`src/rtl/seq_pkg.sv`:
```
package seq_pkg;
  typedef enum logic [2:0] {
    FC_NONE   = 3'd0,
    FC_JUMP   = 3'd1,
    FC_CALL   = 3'd2,
    FC_RET    = 3'd3,
    FC_RETI   = 3'd4,
    FC_IE_SET = 3'd5,
    FC_IE_CLR = 3'd6
  } flow_cmd_e;

  typedef enum logic [2:0] {
    CC_ALWAYS = 3'd0,
    CC_C      = 3'd1,
    CC_NC     = 3'd2,
    CC_Z      = 3'd3,
    CC_NZ     = 3'd4
  } cond_e;
endpackage

```
`src/rtl/cond_eval.sv`:
```
module cond_eval
  import seq_pkg::*;
(
  input  logic [2:0] cond_i,
  input  logic       carry_i,
  input  logic       zero_i,
  output logic       taken_o
);
  always_comb begin
    case (cond_i)
      CC_ALWAYS: taken_o = 1'b1;
      CC_C:      taken_o = carry_i;
      CC_NC:     taken_o = ~carry_i;
      CC_Z:      taken_o = zero_i;
      CC_NZ:     taken_o = ~zero_i;
      default:   taken_o = 1'b0;  // reserved codes never satisfied
    endcase
  end
endmodule

```
`src/rtl/ret_stack.sv`:
```
module ret_stack #(
  parameter int unsigned DEPTH = 30,
  parameter int unsigned W     = 12
) (
  input  logic         clk_i,
  input  logic         rst_ni,
  input  logic         push_i,
  input  logic         pop_i,
  input  logic [W-1:0] wdata_i,
  output logic [W-1:0] top_o,
  output logic         full_o,
  output logic         empty_o
);
  localparam int unsigned CW = $clog2(DEPTH + 1);
  localparam int unsigned IW = (DEPTH > 1) ? $clog2(DEPTH) : 1;

  logic [W-1:0]  mem [DEPTH];
  logic [CW-1:0] cnt_q;
  logic [IW-1:0] top_idx;

  assign full_o  = (cnt_q == CW'(DEPTH));
  assign empty_o = (cnt_q == '0);
  assign top_idx = IW'(cnt_q - CW'(1));
  assign top_o   = empty_o ? '0 : mem[top_idx];

  always_ff @(posedge clk_i or negedge rst_ni) begin
    if (!rst_ni)     cnt_q <= '0;
    else if (push_i) cnt_q <= cnt_q + CW'(1);
    else if (pop_i)  cnt_q <= cnt_q - CW'(1);
  end

  always_ff @(posedge clk_i) begin
    if (push_i) mem[IW'(cnt_q)] <= wdata_i;
  end

  a_r10_push_not_full: assert property (@(posedge clk_i) disable iff (!rst_ni)
    push_i |-> !full_o);
  a_r11_pop_not_empty: assert property (@(posedge clk_i) disable iff (!rst_ni)
    pop_i |-> !empty_o);
  a_r7_push_pop_excl: assert property (@(posedge clk_i) disable iff (!rst_ni)
    !(push_i && pop_i));
  a_r7_cnt_bound: assert property (@(posedge clk_i) disable iff (!rst_ni)
    cnt_q <= CW'(DEPTH));
endmodule

```
`src/rtl/prog_seq.sv`:
```
module prog_seq
  import seq_pkg::*;
#(
  parameter int unsigned PC_W      = 12,
  parameter int unsigned STK_DEPTH = 30
) (
  input  logic            clk_i,
  input  logic            rst_ni,
  input  logic            step_i,
  input  logic [2:0]      cmd_i,
  input  logic [2:0]      cond_i,
  input  logic [PC_W-1:0] target_i,
  input  logic            carry_i,
  input  logic            zero_i,
  input  logic            ie_flag_i,
  output logic [PC_W-1:0] pc_o,
  output logic            ie_o,
  output logic            ovf_o,
  output logic            unf_o
);
  logic [PC_W-1:0] pc_q, pc_d, pc_inc, stk_top;
  logic taken, stk_full, stk_empty;
  logic do_jump, do_call, do_ret, push, pop;

  cond_eval u_cond (
    .cond_i  (cond_i),
    .carry_i (carry_i),
    .zero_i  (zero_i),
    .taken_o (taken)
  );

  ret_stack #(.DEPTH(STK_DEPTH), .W(PC_W)) u_stack (
    .clk_i   (clk_i),
    .rst_ni  (rst_ni),
    .push_i  (push),
    .pop_i   (pop),
    .wdata_i (pc_q),
    .top_o   (stk_top),
    .full_o  (stk_full),
    .empty_o (stk_empty)
  );

  assign pc_inc  = pc_q + PC_W'(1);
  assign do_jump = step_i && (cmd_i == FC_JUMP) && taken;
  assign do_call = step_i && (cmd_i == FC_CALL) && taken;
  // return-from-interrupt is unconditional
  assign do_ret  = step_i && (((cmd_i == FC_RET) && taken) || (cmd_i == FC_RETI));
  assign push    = do_call && !stk_full;
  assign pop     = do_ret && !stk_empty;

  always_comb begin
    if (push)         pc_d = target_i;
    else if (pop)     pc_d = stk_top + PC_W'(1);
    else if (do_jump) pc_d = target_i;
    else if (step_i)  pc_d = pc_inc;
    else              pc_d = pc_q;
  end

  always_ff @(posedge clk_i or negedge rst_ni) begin
    if (!rst_ni) begin
      pc_q  <= '0;
      ie_o  <= 1'b0;
      ovf_o <= 1'b0;
      unf_o <= 1'b0;
    end else begin
      pc_q <= pc_d;
      if (do_call && stk_full)  ovf_o <= 1'b1;
      if (do_ret && stk_empty)  unf_o <= 1'b1;
      if (step_i) begin
        if (cmd_i == FC_IE_SET)      ie_o <= 1'b1;
        else if (cmd_i == FC_IE_CLR) ie_o <= 1'b0;
        else if (cmd_i == FC_RETI)   ie_o <= ie_flag_i;
      end
    end
  end

  assign pc_o = pc_q;

  a_r2_hold: assert property (@(posedge clk_i) disable iff (!rst_ni)
    !step_i |=> $stable(pc_o) && $stable(ie_o));
  a_r4_jump_taken: assert property (@(posedge clk_i) disable iff (!rst_ni)
    (step_i && cmd_i == FC_JUMP && taken) |=> pc_o == $past(target_i));
  a_r5_call_taken: assert property (@(posedge clk_i) disable iff (!rst_ni)
    (step_i && cmd_i == FC_CALL && taken && !stk_full) |=> pc_o == $past(target_i));
  a_r9_ie_set: assert property (@(posedge clk_i) disable iff (!rst_ni)
    (step_i && cmd_i == FC_IE_SET) |=> ie_o);
  a_r12_ovf_sticky: assert property (@(posedge clk_i) disable iff (!rst_ni)
    ovf_o |=> ovf_o);
  a_r12_unf_sticky: assert property (@(posedge clk_i) disable iff (!rst_ni)
    unf_o |=> unf_o);
endmodule

```
`config.mk`:
```
export PLATFORM = sky130hd
export DESIGN_NAME = prog_seq
export DESIGN_NICKNAME = d
export VERILOG_FILES = /design/src/rtl/seq_pkg.sv /design/src/rtl/cond_eval.sv /design/src/rtl/ret_stack.sv /design/src/rtl/prog_seq.sv
export SDC_FILE = /design/constraint.sdc
export NUM_CORES = 1
export LEC_CHECK = 0
export ABC_AREA = 1
export BUFFER_PORTS_ARGS = -buffer_cell sky130_fd_sc_hd__buf_2
export CAP_MARGIN = 20
export CORE_AREA = 2 2 132 231
export DETAILED_ROUTE_END_ITERATION = 8
export DIE_AREA = 0 0 134 233
export HOLD_SLACK_MARGIN = 0.05
export PLACE_DENSITY = 0.73
export RECOVER_POWER = 25
export SYNTH_ARGS = -nofsm -noshare
export SYNTH_HDL_FRONTEND = slang
export SYNTH_HIERARCHICAL = 1
export SYNTH_SLANG_ARGS = --single-unit
```
`constraint.sdc`:
```
create_clock -name clk_i -period 4.57 [get_ports clk_i]
set_clock_uncertainty 0.2 [all_clocks]
set_input_delay 0.2285 -clock clk_i [delete_from_list [all_inputs] [get_ports clk_i]]
set_output_delay 0.2285 -clock clk_i [all_outputs]
set_load 0.01 [all_outputs]
```
==> results_dict.tcl <==
set metrics [dict create \
    ys_types 36 \
    cap_violations 3 \
    drt-total-wl_microns 41800 \
    cp.required_ns 4.83 \
    reg2reg_depth 20 \
    vdd_drop_max_v 0.000461 \
    grt_pass1_wl_microns 64000 \
    synth_edf_count 360 \
    drtIter0Drc 1284 \
    clock_sinks 380 \
    track_usage_pct 27.2 \
    area_growth_pct 13.2 \
    port_buffers 38 \
    htree_levels 1 \
    multi_input_area_sq_um 4540 \
    end_kind "flip-flop" \
    wl_per_cell_microns 20.4 \
    finalPower_mw 13.5 \
    placed_cells 1948 \
    first_pass_iters 6 \
    fin_ws_ns 0.202 \
    tightestPinTransition_ns 2.00 \
    num-nets-final 1678 \
    ctsRootBufferMaster "clkbuf_16" \
    core-area_sq_um 29200 \
    globalplace.congestion 1.01 \
    clock_path_buffers 3 \
    cts_made_buffers 31 \
    synthFlopType "edfxtp_1" \
    vias 11800 \
    io-pin-count 39 \
    place_hpwl_microns 25000 \
    path_clk_slew_ns 0.07 \
    die_w_microns 134 \
    cp-endpoint "pc_o[11]" \
    dp_slack_ns 0.588 \
    max_freq_mhz 229 \
    seq_area_frac_synth_pct 68.4 \
    cellPowerDensity_nw_per_um2 720 \
    diodes 0 \
    max_slew_margin_pct -33.6 \
    hold_class "input pin to flip-flop" \
    layout-drive-gt1-share_pct 9.33 \
    fin_crit_ns 4.37 \
    syn-num-nets 1597 \
    r2r-end "pc_o[11]" \
    dieArea_sq_um 31200 \
    yosysTopAreaCell "edfxtp_1" \
    drv_slew 103 \
    rows 83 \
    initial_core_util_pct 56.7 \
    stdcell_area_sq_um 18700 \
    synthTopCellsByArea "edfxtp_1 65%, nand2_1 12%, nand3_1 9.4%, dfrtp_1 3.0%, nor2_1 2.4%" \
    status "finished, violations left" \
    finalSetupViolCount 0 \
    postRouteAntennaNets 0 \
    fp.dieH_microns 233 \
    async_flop_share_pct 5.26 \
    netlist_instances 1566 \
    yosysWarnings 6 \
    synth-seq-cells 380 \
    post_cts_buffers 0 \
    finalCritPeriodShare_pct 95.6 \
    grt_pass1_vias 11600 \
    synth_area_sq_um 16500 \
    startpoint_type "flip-flop" \
    rsz0062_at_grt "yes" \
    cp-startpoint "u_stack/cnt_q[0]" \
    dpl_cell_area_sq_um 17200 \
    grt_max_degree 194 \
    via_per_inst 5.76 \
    antenna_found_initial 1 \
    regArea_sq_um 11300 \
    synth_top_area_share_pct 65.4 \
    insertion_delay_ns 0.58 \
    drc 0 \
    grt-ovfl-total 0 \
    fillers 2146 \
    critPathMaxFanout 26 \
    r2r_setup_slack_ns 0.20 \
    hold_viol_final 0 \
    cts_tree "done" \
    postSynthAreaPerCell_sq_um 10.6 \
    crit_arrival_ns 4.63 \
    finalNonFillerCells 2054 \
    failed_checks "max-capacitance violations, max-slew violations" \
    static-leakage-power_nw 7.19 \
    worstSetupPathType "flip-flop to flip-flop" \
    crit-reg2reg-launch "u_stack/cnt_q[0]" \
    min_from "cmd_i[0]" \
]
==> synthesized netlist by cell type (6+ instances only) <==
cell type / count
dfrtp_1: 20
nor2_1: 105
nand3_1: 311
edfxtp_1: 360
inv_1: 65
xor2_1: 8
clkbuf_1: 17
a21oi_1: 22
nand2_1: 516
ha_1: 7
inv_2: 6
buf_2: 54
o21ai_0: 27
buf_4: 6
==> routing by layer <==
metal / routed length [microns] / global-route usage (%) / share of wire [%]
met4: 3100 / 18.4 / 7.4
met1: 15000 / 31.5 / 36
met5: 0 / 0 / 0
met2: 21300 / 47.4 / 51
met3: 2490 / 2.94 / 5.9
==> power by group <==
| part | switching, mW | leakage [nW] | internal, mW |
|---|---|---|---|
| clock network | 1.22 | 0.509 | 1.53 |
| logic | 4.30 | 3.19 | 1.73 |
| registers | 0.329 | 3.49 | 4.36 |
==> layout make-up <==
cell class              instances  share of cell area (%)
clock buffers                  32                    4.16
well taps                     382                    2.55
repair buffers                131                    5.61
flip-flops and latches        380                    60.4
inverters                      72                    1.50
clock inverters                26                    1.46
repair inverters                1                  0.0267
multi-input cells            1030                    24.3
==> timing repair <==
action | 4_1_cts | 5_1_grt
resized for setup | 0 | 13
hold endpoints to repair | 35 | 0
hold buffers | 41 | 0
setup endpoints to repair | 0 | 11
==> worst max-delay path, stage by stage (launching register included) <==
cell	delay (ns)
dfrtp_4	0.51
inv_6	0.20
ha_4	0.25
inv_2	0.43
buf_4	0.40
nand2_1	0.11
nand3_1	0.12
nand3_1	0.25
nand2_1	0.13
nor2_1	0.04
nor2_1	0.24
nand2_1	0.09
nor2_1	0.20
nand3_1	0.10
nand2_1	0.07
nand2_1	0.05
a21oi_1	0.13
nand2_1	0.06
nand2_1	0.06
nand2_1	0.04
dlygate4sd3_1	0.54
==> sequential cells by signal, summed over array words and instances, names as in the netlist <==
register,count
pc_o,12
u_stack/cnt_q,5
ovf_o,1
u_stack/mem,360
ie_o,1
unf_o,1
==> logic make-up after synthesis <==
| kind of cell | Yosys count | share of synthesized area, % |
|---|---|---|
| buffers and inverters | 156 | 4.23 |
| flip-flops | 380 | 68.4 |
| AO/OA/AOI/OAI | 66 | 2.22 |
| XOR/XNOR | 10 | 0.530 |
| adder cells (fa/ha/maj) | 7 | 0.530 |
| AND/OR/NAND/NOR | 947 | 24.1 |
==> through the flow <==
stage	setup TNS [ns]	utilization, %	hold WS (ns)
after floorplan	0	-	-0.267
after CTS	0	63.9	0.0986
after global placement	0	58.8	0.0337
after global routing	-0.0680	64.2	0.170
after detailed placement	0	58.9	0.0309
final	0	64.2	0.142
==> worst min path at each step <==
stage / end / slack, ns / depth (start not counted)
after floorplan: ie_o / -0.27 / 0
after global routing: u_stack/cnt_q[1] / 0.17 / 7
after detailed placement: pc_o[7] / 0.03 / 1
after CTS: u_stack/cnt_q[1] / 0.1 / 7
after global placement: unf_o / 0.03 / 1
final: u_stack/cnt_q[1] / 0.14 / 7
==> cell usage in the layout (no fill, tap or decap), drive strengths merged, types with 20 or more instances in the layout <==
| cell | n |
|---|---|
| inv | 74 |
| edfxtp | 360 |
| dfrtp | 20 |
| buf | 85 |
| nand2 | 516 |
| nor2 | 107 |
| dlygate4sd3 | 41 |
| o21ai | 31 |
| clkbuf | 37 |
| a21oi | 24 |
| nand3 | 312 |
(Power assumes the default switching activity.)
